File: src/rtl/wdog_pkg.sv
package wdog_pkg;
  typedef enum logic [1:0] {
    ARM_NONE  = 2'd0,
    ARM_START = 2'd1,
    ARM_STOP  = 2'd2
  } arm_t;

  localparam int ADDR_W = 3;
  localparam logic [ADDR_W-1:0] A_CTRL   = 3'd0;
  localparam logic [ADDR_W-1:0] A_ACTION = 3'd1;
  localparam logic [ADDR_W-1:0] A_CAUSE  = 3'd2;
  localparam logic [ADDR_W-1:0] A_COUNT  = 3'd3;
  localparam logic [ADDR_W-1:0] A_STATE  = 3'd4;
endpackage

File: src/rtl/wdog_cmd_decode.sv
module wdog_cmd_decode
  import wdog_pkg::*;
#(
  parameter int          DATA_W    = 32,
  parameter bit          LOCKED    = 1'b0,
  parameter logic [31:0] CODE_SARM = 32'h0000_A5E1,
  parameter logic [31:0] CODE_GO   = 32'h0000_5AE1,
  parameter logic [31:0] CODE_PARM = 32'h0000_A5D0,
  parameter logic [31:0] CODE_HALT = 32'h0000_5AD0
) (
  input  logic              clk,
  input  logic              rst_n,
  input  logic              we_i,
  input  logic              ctrl_sel_i,
  input  logic [DATA_W-1:0] wdata_i,
  output logic              start_cmd_o,
  output logic              stop_cmd_o,
  output arm_t              arm_o
);
  localparam logic [DATA_W-1:0] SARM_W = DATA_W'(CODE_SARM);
  localparam logic [DATA_W-1:0] GO_W   = DATA_W'(CODE_GO);
  localparam logic [DATA_W-1:0] PARM_W = LOCKED ? DATA_W'(CODE_SARM) : DATA_W'(CODE_PARM);
  localparam logic [DATA_W-1:0] HALT_W = DATA_W'(CODE_HALT);

  arm_t arm_q, arm_d;
  logic wr_ctrl;

  assign wr_ctrl = we_i && ctrl_sel_i;

  always_comb begin
    start_cmd_o = wr_ctrl && (arm_q == ARM_START) && (wdata_i == GO_W);
    stop_cmd_o  = wr_ctrl && (arm_q == ARM_STOP)  && (wdata_i == HALT_W);
    arm_d       = arm_q;
    if (we_i) begin
      if (wr_ctrl && wdata_i == SARM_W)      arm_d = ARM_START;
      else if (wr_ctrl && wdata_i == PARM_W) arm_d = ARM_STOP;
      else                                   arm_d = ARM_NONE;
    end
  end

  always_ff @(posedge clk or negedge rst_n) begin
    if (!rst_n)     arm_q <= ARM_NONE;
    else if (we_i)  arm_q <= arm_d;
  end

  assign arm_o = arm_q;


  cmd_needs_arm_chk: assert property (@(posedge clk) disable iff (!rst_n)
    start_cmd_o |-> $past(we_i) && $past(ctrl_sel_i) && $past(wdata_i) == SARM_W);


  arm_cleared_chk: assert property (@(posedge clk) disable iff (!rst_n)
    (we_i && !ctrl_sel_i) |=> arm_q == ARM_NONE);

  generate
    if (LOCKED) begin : g_locked

      no_stop_locked_chk: assert property (@(posedge clk) disable iff (!rst_n)
        !stop_cmd_o && arm_q != ARM_STOP);
    end
  endgenerate
endmodule

File: src/rtl/wdog_counter.sv
module wdog_counter #(
  parameter int              CNT_W    = 32,
  parameter logic [CNT_W-1:0] LOAD_VAL = '1
) (
  input  logic             clk,
  input  logic             rst_n,
  input  logic             tick_i,
  input  logic             start_i,
  input  logic             stop_i,
  output logic             en_o,
  output logic [CNT_W-1:0] cnt_o,
  output logic             expire_o
);
  logic             en_q, en_d;
  logic [CNT_W-1:0] cnt_q, cnt_d;
  logic             cnt_ce;

  always_comb begin
    en_d     = en_q;
    cnt_d    = cnt_q;
    expire_o = 1'b0;
    if (start_i) begin
      en_d  = 1'b1;
      cnt_d = LOAD_VAL;
    end else if (stop_i) begin
      en_d  = 1'b0;
    end else if (en_q && tick_i) begin
      if (cnt_q == '0) begin
        en_d     = 1'b0;
        expire_o = 1'b1;
      end else begin
        cnt_d = cnt_q - CNT_W'(1);
      end
    end
  end

  assign cnt_ce = start_i || stop_i || (en_q && tick_i);

  always_ff @(posedge clk or negedge rst_n) begin
    if (!rst_n) begin
      en_q  <= 1'b0;
      cnt_q <= '0;
    end else if (cnt_ce) begin
      en_q  <= en_d;
      cnt_q <= cnt_d;
    end
  end

  assign en_o  = en_q;
  assign cnt_o = cnt_q;


  start_load_chk: assert property (@(posedge clk) disable iff (!rst_n)
    start_i |=> (en_q && cnt_q == LOAD_VAL));


  dec_chk: assert property (@(posedge clk) disable iff (!rst_n)
    (en_q && tick_i && cnt_q != '0 && !start_i && !stop_i) |=> cnt_q == $past(cnt_q) - CNT_W'(1));


  hold_chk: assert property (@(posedge clk) disable iff (!rst_n)
    (!tick_i && !start_i) |=> $stable(cnt_q));


  stop_chk: assert property (@(posedge clk) disable iff (!rst_n)
    (stop_i && !start_i) |=> !en_q);


  expire_off_chk: assert property (@(posedge clk) disable iff (!rst_n)
    expire_o |=> !en_q);
endmodule

File: src/rtl/wdog_reset_ctl.sv
module wdog_reset_ctl #(
  parameter int PULSE_LEN = 16
) (
  input  logic clk,
  input  logic rst_n,
  input  logic expire_i,
  input  logic act_we_i,
  input  logic act_bit_i,
  input  logic cause_we_i,
  input  logic cause_bit_i,
  output logic action_o,
  output logic cause_o,
  output logic core_rst_o,
  output logic bus_rst_o
);
  localparam int PW = $clog2(PULSE_LEN + 1);
  localparam logic [PW-1:0] PLEN = PW'(PULSE_LEN);

  logic          act_q;
  logic          cause_q, cause_d;
  logic          sel_q;
  logic [PW-1:0] pcnt_q, pcnt_d;
  logic          pulse_on;

  assign pulse_on = (pcnt_q != '0);

  always_comb begin
    pcnt_d = pcnt_q;
    if (expire_i)      pcnt_d = PLEN;
    else if (pulse_on) pcnt_d = pcnt_q - PW'(1);
    cause_d = cause_q;
    if (expire_i)                      cause_d = 1'b1;
    else if (cause_we_i && cause_bit_i) cause_d = 1'b0;
  end

  always_ff @(posedge clk or negedge rst_n) begin
    if (!rst_n) begin
      act_q   <= 1'b0;
      cause_q <= 1'b0;
      sel_q   <= 1'b0;
      pcnt_q  <= '0;
    end else begin
      if (act_we_i)                        act_q   <= act_bit_i;
      if (expire_i || cause_we_i)          cause_q <= cause_d;
      if (expire_i)                        sel_q   <= act_q;
      if (expire_i || pulse_on)            pcnt_q  <= pcnt_d;
    end
  end

  assign action_o   = act_q;
  assign cause_o    = cause_q;
  assign core_rst_o = pulse_on && !sel_q;
  assign bus_rst_o  = pulse_on &&  sel_q;


  pulse_start_chk: assert property (@(posedge clk) disable iff (!rst_n)
    expire_i |=> (core_rst_o || bus_rst_o));


  one_output_chk: assert property (@(posedge clk) disable iff (!rst_n)
    !(core_rst_o && bus_rst_o));


  sel_follow_chk: assert property (@(posedge clk) disable iff (!rst_n)
    expire_i |=> (bus_rst_o == $past(act_q)));


  cause_set_chk: assert property (@(posedge clk) disable iff (!rst_n)
    expire_i |=> cause_q);


  cause_sticky_chk: assert property (@(posedge clk) disable iff (!rst_n)
    (cause_q && !(cause_we_i && cause_bit_i)) |=> cause_q);
endmodule

File: src/rtl/keepalive_wdog.sv
module keepalive_wdog
  import wdog_pkg::*;
#(
  parameter int          DATA_W    = 32,
  parameter int          CNT_W     = 32,
  parameter logic [31:0] LOAD_VAL  = 32'hFFFF_FFFF,
  parameter int          PULSE_LEN = 16,
  parameter bit          LOCKED    = 1'b0
) (
  input  logic              clk,
  input  logic              rst_n,
  input  logic              tick_i,
  input  logic              we_i,
  input  logic [2:0]        addr_i,
  input  logic [DATA_W-1:0] wdata_i,
  output logic [DATA_W-1:0] rdata_o,
  output logic              core_rst_o,
  output logic              bus_rst_o
);
  localparam logic [CNT_W-1:0] LOAD_C = CNT_W'(LOAD_VAL);

  logic             rst_meta, rst_ns;
  logic             start_cmd, stop_cmd, expire;
  arm_t             arm;
  logic             en;
  logic [CNT_W-1:0] cnt;
  logic             action, cause;

  always_ff @(posedge clk or negedge rst_n) begin
    if (!rst_n) begin
      rst_meta <= 1'b0;
      rst_ns   <= 1'b0;
    end else begin
      rst_meta <= 1'b1;
      rst_ns   <= rst_meta;
    end
  end

  wdog_cmd_decode #(
    .DATA_W (DATA_W),
    .LOCKED (LOCKED)
  ) u_dec (
    .clk         (clk),
    .rst_n       (rst_ns),
    .we_i        (we_i),
    .ctrl_sel_i  (addr_i == A_CTRL),
    .wdata_i     (wdata_i),
    .start_cmd_o (start_cmd),
    .stop_cmd_o  (stop_cmd),
    .arm_o       (arm)
  );

  wdog_counter #(
    .CNT_W    (CNT_W),
    .LOAD_VAL (LOAD_C)
  ) u_cnt (
    .clk      (clk),
    .rst_n    (rst_ns),
    .tick_i   (tick_i),
    .start_i  (start_cmd),
    .stop_i   (stop_cmd),
    .en_o     (en),
    .cnt_o    (cnt),
    .expire_o (expire)
  );

  wdog_reset_ctl #(
    .PULSE_LEN (PULSE_LEN)
  ) u_rst (
    .clk         (clk),
    .rst_n       (rst_ns),
    .expire_i    (expire),
    .act_we_i    (we_i && addr_i == A_ACTION),
    .act_bit_i   (wdata_i[0]),
    .cause_we_i  (we_i && addr_i == A_CAUSE),
    .cause_bit_i (wdata_i[0]),
    .action_o    (action),
    .cause_o     (cause),
    .core_rst_o  (core_rst_o),
    .bus_rst_o   (bus_rst_o)
  );

  always_comb begin
    rdata_o = '0;
    case (addr_i)
      A_ACTION: rdata_o[0] = action;
      A_CAUSE:  rdata_o[0] = cause;
      A_COUNT:  rdata_o    = DATA_W'(cnt);
      A_STATE:  rdata_o[2:0] = {arm == ARM_STOP, arm == ARM_START, en};
      default:  rdata_o    = '0;
    endcase
  end
endmodule

File: config.mk
export PLATFORM = sky130hd
export DESIGN_NAME = keepalive_wdog
export DESIGN_NICKNAME = d
export VERILOG_FILES = /design/src/rtl/wdog_pkg.sv /design/src/rtl/wdog_cmd_decode.sv /design/src/rtl/wdog_counter.sv /design/src/rtl/wdog_reset_ctl.sv /design/src/rtl/keepalive_wdog.sv
export SDC_FILE = /design/constraint.sdc
export NUM_CORES = 1
export LEC_CHECK = 0
export BUFFER_PORTS_ARGS = -buffer_cell sky130_fd_sc_hd__buf_4
export CORE_ASPECT_RATIO = 0.8
export CORE_MARGIN = 2
export CORE_UTILIZATION = 45
export CTS_BUF_LIST = sky130_fd_sc_hd__clkbuf_4 sky130_fd_sc_hd__clkbuf_8
export CTS_CLUSTER_SIZE = 20
export DETAILED_ROUTE_END_ITERATION = 16
export PLACE_DENSITY = 0.73
export SETUP_SLACK_MARGIN = 0.2
export SYNTH_ARGS = -nofsm -noshare
export SYNTH_HDL_FRONTEND = slang
export SYNTH_HIERARCHICAL = 1
export SYNTH_SLANG_ARGS = --single-unit
File: constraint.sdc
create_clock -name clk -period 1.85 [get_ports clk]
set_input_delay 0.0925 -clock clk [delete_from_list [all_inputs] [get_ports clk]]
set_output_delay 0.0925 -clock clk [all_outputs]
set_load 0.05 [all_outputs]
Word-level counts from Yosys, hierarchy flattened
Cells that the tools add are included.
Word-level totals
  register bits: 45
  bits in latches: 0
  RAM bits: 0
  bits in read-only memories: 0
  input bits: 39
  output and inout port bits: 34
  logic and storage cells: 74
  memories: 0
Operators by class
  add/subtract/negate cells: 2
  multipliers: 0
  divide/modulo/power cells: 0
  magnitude comparators: 0
  equality and inequality tests: 12
  shift operators: 0
  multiplexer cells: 21
  bitwise logic cells: 0
  reductions and logical operators: 30
Operators with widths (count)
  $mux 32: 4
  $eq 32x15->1 const B: 2
  $eq 32x16->1 const B: 2
  $logic_not 32->1: 1
  $sub 32x1->32 const B: 1
  $mux 29: 1
  $logic_and 1x1->1: 13
  $mux 1: 10
  $mux 5: 2
  $eq 3x2->1 const B: 2
  $reduce_bool 2->1: 3
  $reduce_bool 3->1: 2
  $reduce_bool 5->1: 1
  $sub 5x1->5 const B: 1
  $logic_or 1x1->1: 4
  $mux 2: 2
  $ne 2x1->1 const B: 2
  $pmux 1 s4: 1
  $pmux 2 s2: 1
  $reduce_and 2->1: 2
  $reduce_and 4->1: 1
  $eq 3x1->1 const B: 1
  $eq 3x3->1 const B: 1
  $logic_not 3->1: 1
  other kinds (4): 4

Logic depth before layout (Yosys ltp)
Gate-level depths: netlist of the first run.
  depth after elaboration: 8
  depth in mapped cells: 10
  mapped depth without buffers: 9

Cells and area by module
The synthesis of the first run kept the hierarchy.
By module, submodules not included
  wdog_counter: instances 1, cells each 198, area an instance 1906.8 um2
  keepalive_wdog: instances 1, cells each 51, area an instance 386.6 um2
  wdog_reset_ctl: instances 1, cells each 34, area an instance 382.9 um2
  wdog_cmd_decode: instances 1, cells each 27, area an instance 242.7 um2

Worst setup path after synthesis of the first run
OpenSTA, ideal clock, no wires.
  path type: register to register
  start point: reg u_cnt.cnt_q[0], in the netlist u_cnt/cnt_o[0]
  end point: reg u_rst.sel_q
  data arrival time: 2.754 ns
  slack: -1.029 ns
  cell stages (with the launch flop): 9
  buffers on the path: 1
  path through: dfrtp_1 inv_1 ha_1 or4b_4 or4_4 nor3_1 buf_2 and3_1 mux2_2
On the way
  longest elaborated chain between the ends: 5
Ends and longest elaborated chain
  from (decl): line wdog_counter.sv:15  | logic [CNT_W-1:0] cnt_q, cnt_d;
  from (signal assigned): line wdog_counter.sv:45  | cnt_q <= cnt_d;
  $logic_not 32->1: line wdog_counter.sv:28  | if (cnt_q == '0) begin
  $mux 1: line wdog_counter.sv:28
  $mux 1: line wdog_counter.sv:27  | end else if (en_q && tick_i) begin
  $mux 1: line wdog_counter.sv:25  | end else if (stop_i) begin
  $mux 1: line wdog_counter.sv:22  | if (start_i) begin
  net expire: line keepalive_wdog.sv:23  | logic start_cmd, stop_cmd, expire;
  to (signal assigned): line wdog_reset_ctl.sv:45  | if (expire_i) sel_q <= act_q;
  to (decl): line wdog_reset_ctl.sv:21  | logic sel_q;
The timed path passes the listed nets, and every way through them passes these cells.
A chain may end at the register's enable or synchronous reset.

Worst setup path after layout of the first run
  start point: reg u_cnt.cnt_q[1], in the netlist u_cnt/cnt_o[1]
  end point: reg u_rst.sel_q
Same word-level chain as after synthesis.

==> results.toml, run 1 <==
[status]
result_of_the_run = "finished with violations"
violated_checks = "negative setup slack"

[cells_and_area]
fill_cells = 419
commonest_non_fill_non_tap_cell_in_the_layout = "sky130_fd_sc_hd__buf_4"
finalNetCount = 518
mostFrequentLayoutCells = "157 x sky130_fd_sc_hd__buf_4, 45 x sky130_fd_sc_hd__dfrtp_1, 30 x sky130_fd_sc_hd__and2_1, 19 x sky130_fd_sc_hd__nor2_1, 14 x sky130_fd_sc_hd__nand2_1"
post_route_cells_drive_above_1_share = 0.517
antenna_diodes = 0
utilization = 0.737
final_area_sq_um = 4680
area_growth_syn_to_layout_pct = 60.3

[power]
vdd.ir_drop.worst_mv = 0.302
combinational_power_share = 0.081
power.density_nw_per_um2 = 383
clock_power_share = 0.365
cellInternalPower_uw = 1340
leakage_component_of_the_power_uw = 0.00231
switching_share = 0.253
seq_power_share = 0.554
net-switching-power_uw = 454

[synth]
synth_seq_cells = 45
synth.net_count = 351
synth_area_per_cell_sq_um = 9.42
synth_enable_flop_cells = 0
ys.flop_type = "sky130_fd_sc_hd__dfrtp_1"
async_flop_share = 1.00
library_cells_used_by_synthesis = 58
synth_warnings = 6
post_synth_inst_count = 310
synth.yosys.seq_area_share = 0.386
synth_cell_area_sq_um = 2920

[route]
drt_pass1_iterations = 5
detailroute.via_count = 3304
number_of_nets_with_antenna_violations_after_routing = 0
drc = 0
finalWirelength_mm = 10.0
drt_initial_violations = 252
drt-wirelength-per-cell_um = 17.8
drt-vias-per-instance = 5.88

[clock_tree]
ctsRootBufferMaster = "sky130_fd_sc_hd__clkbuf_8"
clock-sinks = 45
tritoncts = "built"
numCtsBuffers = 5
clkTransAtPathRegs_ns = 0.10
clock_insertion_delay_worst_skew_ns = 0.31
max-clock-path-buffers = 2
htree_levels = 2

[global_route]
grt_max_degree = 44
grt_pass1_vias = 3319
gr-usage-all-layers = 0.276
antenna_found_initial = 0
grt_remaining_overflow = 0
grt_pass1_wl_mm = 15.6

[critical_path]
crit_fanout = 4
worstSetupEndpointType = "flip-flop"
cpPeakStageDelay_ns = 0.51
cp_slowest_cell = "sky130_fd_sc_hd__or4_4"
critPathKind = "reg2reg"
start_kind = "flip-flop"
reg2reg_setup_slack_ns = -0.56
critPathRequiredTime_ns = 2.05
path_buf_inv = 1
arrival_ns = 2.61
path_delay_family = "simple AND/OR/NAND/NOR gates"
timing.critical_path.cells = "inv_2, ha_4, or4b_4, or4_4, nor3_4, and3_4, mux2_4"

[floorplanning]
std_cell_rows = 26
initial_core_util = 0.460
chipWidth_um = 94.0
area_of_the_die_sq_um = 7150
number_of_placed_i_o_pins = 73
core_area_sq_um = 6340
die_h_um = 76.0

[timing]
timing.final.crit_period_ns = 2.41
timing.fmax_ghz = 0.416
timing.final.ws_setup_ns = -0.556
tightestPinTransition_ns = 0.572
rsz0062_at_grt = "yes"
final_hold_fails = 0
final_max_slew_viol_count = 0
setup_viol = 40
finalCritPeriodShare = 1.30
slew_headroom = 0.618
finClkSkew_ns = 0.00944

[place]
gp_routability_congestion = 0.849
dp.final_hpwl_mm = 6.32
dpl_cell_area_sq_um = 4140
place.port_buffers = 72

[flow_run]
max_cap_viol_count = 0

[worst_hold_path]
hold_wc_path_type = "in2async"
## Yosys cell counts (7+ instances only)
cell type | count | area share
sky130_fd_sc_hd__and2_1 | 31 | 0.066
sky130_fd_sc_hd__clkbuf_1 | 7 | 0.0090
sky130_fd_sc_hd__dfrtp_1 | 45 | 0.39
sky130_fd_sc_hd__inv_1 | 12 | 0.015
sky130_fd_sc_hd__mux2i_1 | 11 | 0.038
sky130_fd_sc_hd__nand2_1 | 14 | 0.018
sky130_fd_sc_hd__nand3_1 | 13 | 0.022
sky130_fd_sc_hd__nor2_1 | 19 | 0.024
sky130_fd_sc_hd__nor2b_1 | 12 | 0.026
sky130_fd_sc_hd__nor3_1 | 9 | 0.015
sky130_fd_sc_hd__nor4_1 | 15 | 0.032
sky130_fd_sc_hd__nor4bb_1 | 7 | 0.024
sky130_fd_sc_hd__o31ai_1 | 11 | 0.028
sky130_fd_sc_hd__or3_1 | 9 | 0.019
sky130_fd_sc_hd__or4_1 | 10 | 0.026
## flip-flops by register name, indices dropped and copies added (netlist names)
| register | count |
|---|---|
| u_cnt/cnt_o | 32 |
| u_rst/cause_o | 1 |
| rst_meta | 1 |
| rst_ns | 1 |
| u_cnt/en_o | 1 |
| u_rst/pcnt_q | 5 |
| u_dec/arm_o | 2 |
| u_rst/sel_q | 1 |
| u_rst/action_o | 1 |
## stage by stage
stage / total power [uW] / cells / hold WS (ns) / setup slack [ns] / TNS, ns
detailed placement: 1160 / 531 / -0.124 / -0.643 / -21.31
CTS: 1800 / 553 / 0.0836 / -0.468 / -14.27
finish: 1790 / 562 / 0.0853 / -0.556 / -17.44
global route: 1850 / 562 / 0.0988 / -0.594 / -19.39
global placement: 1150 / 531 / -0.125 / -0.579 / -18.31
floorplan: 1060 / 310 / -0.203 / -0.782 / -18.01
## worst reg2reg max path: cells and delay by family (launching register included)
kind | cells | cell delay (ns)
mux | 1 | 0.30
simple gates | 4 | 1.36
fa+ha+maj | 1 | 0.14
buf+inv | 1 | 0.09
flops | 1 | 0.40
## layer usage
metal  wire [um]  vias to the layer above  GRT usage
met4         335                        0      0.114
met3         777                       44     0.0613
met1        3920                     1591      0.349
met2        4960                      177      0.454
li1            -                     1492          -
met5           0                        -          0
## cell type report
class | count | area, sq um | area share
Clock buffer | 5 | 68.8 | 0.0147
Clock inverter | 3 | 21.3 | 0.00455
Inverter | 12 | 45.0 | 0.00963
Multi-Input combinational cell | 238 | 1940 | 0.414
Sequential cell | 45 | 1130 | 0.241
Tap cell | 84 | 105 | 0.0225
Timing Repair Buffer | 175 | 1380 | 0.294
## path summary, 6_finish.rpt
path,startpoint,end,cells past startpoint
max,u_cnt/cnt_o[1],u_rst/sel_q,7
min,rst_n,rst_ns,2
max reg2reg,u_cnt/cnt_o[1],u_rst/sel_q,7
min reg2reg,rst_ns,u_dec/arm_o[1],1
max in group asynchronous,rst_ns,u_cnt/cnt_o[13],1
min in group clk,we_i,u_dec/arm_o[0],3
## power by group through the flow
stage	sequential (uW)	clock, uW	combinational, uW
6_report	994	654	146
5_1_grt	995	697	160
4_1_cts	994	656	147
3_5_place_dp	1010	0	145
3_3_place_gp	1010	0	140
2_1_floorplan	1030	0	38.0
## kinds of logic after synthesis
kind of cell / synth area share
compound gates: 0.110
xor+xnor: 0.0120
fa+ha+maj: 0.00857
buf+inv: 0.0536
flops: 0.386
mux: 0.0454
other cells: 0.00128
simple gates: 0.384
## what timing repair did
action	CTS	global route
hold buffers	1	0
buffers inserted	11	9
hold endpoints to repair	2	0
gates cloned	2	0
gates resized for setup	44	19
setup endpoints to repair	42	42
pin swaps	25	7
No activity file was read; power rests on OpenSTA's default activity.
==> inputs of run 2 (changes only) <==
==> constraint.sdc (replaced) <==
create_clock -name clk -period 3.06 [get_ports clk]
set_input_delay 0.153 -clock clk [delete_from_list [all_inputs] [get_ports clk]]
set_output_delay 0.153 -clock clk [all_outputs]
set_load 0.05 [all_outputs]
==> run 2 against run 1 <==
Net effect: the run now ends clean; worst hold slack got worse by 0.021 ns; power fell by 32%; clock power down 17%; register-to-register slack improved by 0.86 ns; setup slack better by 0.86 ns; flip-flop and latch count unchanged; first-iteration DRC count down 37%; sequential share of layout area increased by 6.7 points; final cell count shrank 17%; largest cell class unchanged; highest routed layer unchanged.
==> results.toml, run 2 (same netlist as run 1, synthesis figures left out) <==
[place]
place.port_buffers = 72
dp.final_hpwl_mm = 5.19
gp_routability_congestion = 0.849
place_ws_ns = 0.300

[cells_and_area]
post_route_cells_drive_above_1_share = 0.303
largest_register_ff_count = 32
finalNetCount = 423
antenna_diodes = 0
area_growth_syn_to_layout_pct = 25.5
fill_cells = 564
commonest_non_fill_non_tap_cell_in_the_layout = "sky130_fd_sc_hd__buf_4"
mostFrequentLayoutCells = "79 x sky130_fd_sc_hd__buf_4, 45 x sky130_fd_sc_hd__dfrtp_1, 31 x sky130_fd_sc_hd__and2_1, 19 x sky130_fd_sc_hd__nor2_1"
utilization = 0.578

[clock_tree]
tritoncts = "built"
ctsRootBufferMaster = "sky130_fd_sc_hd__clkbuf_8"
htree_levels = 2
clock-sinks = 45
clkTransAtPathRegs_ns = 0.09
max-clock-path-buffers = 2
numCtsBuffers = 5
clock_insertion_delay_worst_skew_ns = 0.30
postCtsSetupBuffers = 0

[power]
power.density_nw_per_um2 = 335
leakage_component_of_the_power_uw = 0.00177
vdd.ir_drop.worst_mv = 0.182

[critical_path]
path_delay_family = "simple AND/OR/NAND/NOR gates"
r2r_end = "u_rst/sel_q"
critPathKind = "reg2reg"
cp_slowest_cell = "sky130_fd_sc_hd__or4_4"
timing.critical_path.cells = "inv_1, ha_1, or4b_4, or4_4, nor3_1, and3_4, mux2_2"
critical_path.startpoint = "u_cnt/cnt_o[0]"
timing.critical_path.to = "u_rst/sel_q"
crit_fanout = 7
path_buf_inv = 1
worstSetupPathDepth = 7
reg2reg_setup_slack_ns = 0.31
worstSetupEndpointType = "flip-flop"
critPathRequiredTime_ns = 3.25
worstRegToRegCells = 7
cpPeakStageDelay_ns = 0.53
start_kind = "flip-flop"
arrival_ns = 2.95
worst_r2r_startpoint = "u_cnt/cnt_o[0]"

[route]
drt-vias-per-instance = 5.75
finalWirelength_mm = 7.06
topRoutingLayerUsed = "met4"
drc = 0
drt_pass1_iterations = 4
detailroute.via_count = 2687
m1WireLength_mm = 3.29
met3_wirelength_um = 345
drt_initial_violations = 158
number_of_nets_with_antenna_violations_after_routing = 0
met2RoutedLength_mm = 3.36
drt-wirelength-per-cell_um = 15.1

[timing]
finClkSkew_ns = 0.00319
final_hold_fails = 0
fin_worst_hold_slack_ns = 0.0643
tightestPinTransition_ns = 0.676
finalCritPeriodShare = 0.900
setup_viol = 0
timing.fmax_ghz = 0.363
rsz0062_at_grt = "yes"
final_max_slew_viol_count = 0
slew_headroom = 0.549
final_tns_setup_ns = 0
timing.final.crit_period_ns = 2.75
timing.final.ws_setup_ns = 0.305

[floorplanning]
number_of_placed_i_o_pins = 73
chipWidth_um = 94.0
initial_core_util = 0.460
core_area_sq_um = 6340
std_cell_rows = 26
die_h_um = 76.0
area_of_the_die_sq_um = 7150

[global_route]
grt_pass1_vias = 2606
grt_pass1_wl_mm = 12.3
gr-usage-all-layers = 0.211
grt_max_degree = 44
antenna_found_initial = 0
grt_remaining_overflow = 0

[worst_hold_path]
hold_wc_path_type = "in2reg"

[status]
result_of_the_run = "complete, no violations"

[flow_run]
max_cap_viol_count = 0
## run 2: changes by cell type in the layout (fill, tap and decap cells not counted), sizes merged
cell	before	now
clkinv	1	0
buf	174	79
clkinvlp	1	0
bufinv	0	2
## run 2: area by class of cell
type	instances	area [sq um]	area share
clock buffer	5	68.8	0.0188
clock inverter	3	68.8	0.0188
inverter	12	45.0	0.0123
multi-input combinational	238	1650	0.450
sequential	45	1130	0.307
tap	84	105	0.0287
timing repair buffer	80	603	0.165
## run 2: power by group
group          internal (uW)  switching [uW]  leakage [uW]
combinational           44.7            37.9       0.00108
sequential               598            2.43      0.000622
clock                    329             216     0.0000687
## run 2: metal layers
layer | global-route usage | vias up
met2 | 0.336 | 76
met3 | 0.0455 | 8
met1 | 0.294 | 1302
met4 | 0.0522 | 0
met5 | 0 | -
li1 | - | 1301
## run 2: worst reg2reg max path, delay by kind of cell, from the launching register on
family        cells  cell delay [ns]
simple gates      4             1.56
flops             1             0.43
mux               1             0.34
fa+ha+maj         1             0.22
buf+inv           1             0.10
## run 2: worst min-delay path by stage
| stage | start | to | slack, ns | depth (start not counted) |
|---|---|---|---|---|
| after floorplan | rst_n | rst_meta | -0.14 | 0 |
| after global placement | rst_n | rst_meta | -0.06 | 1 |
| after detailed placement | rst_n | rst_meta | -0.06 | 1 |
| after CTS | we_i | u_dec/arm_o[1] | 0.06 | 2 |
| after global routing | we_i | u_dec/arm_o[1] | 0.06 | 2 |
| final | we_i | u_dec/arm_o[1] | 0.06 | 2 |
## run 2: timing repair
| action | 4_1_cts | 5_1_grt |
|---|---|---|
| hold buffers | 1 | 0 |
| endpoints found under the setup margin | 0 | 5 |
| resized for setup | 0 | 1 |
| endpoints found under the hold margin | 2 | 0 |
## run 2: through the flow
step,total power [uW],instances,area [sq um]
floorplan,642,310,2920
global placement,693,458,3510
detailed placement,695,458,3510
CTS,1240,467,3660
global route,1280,467,3660
finish,1230,467,3660
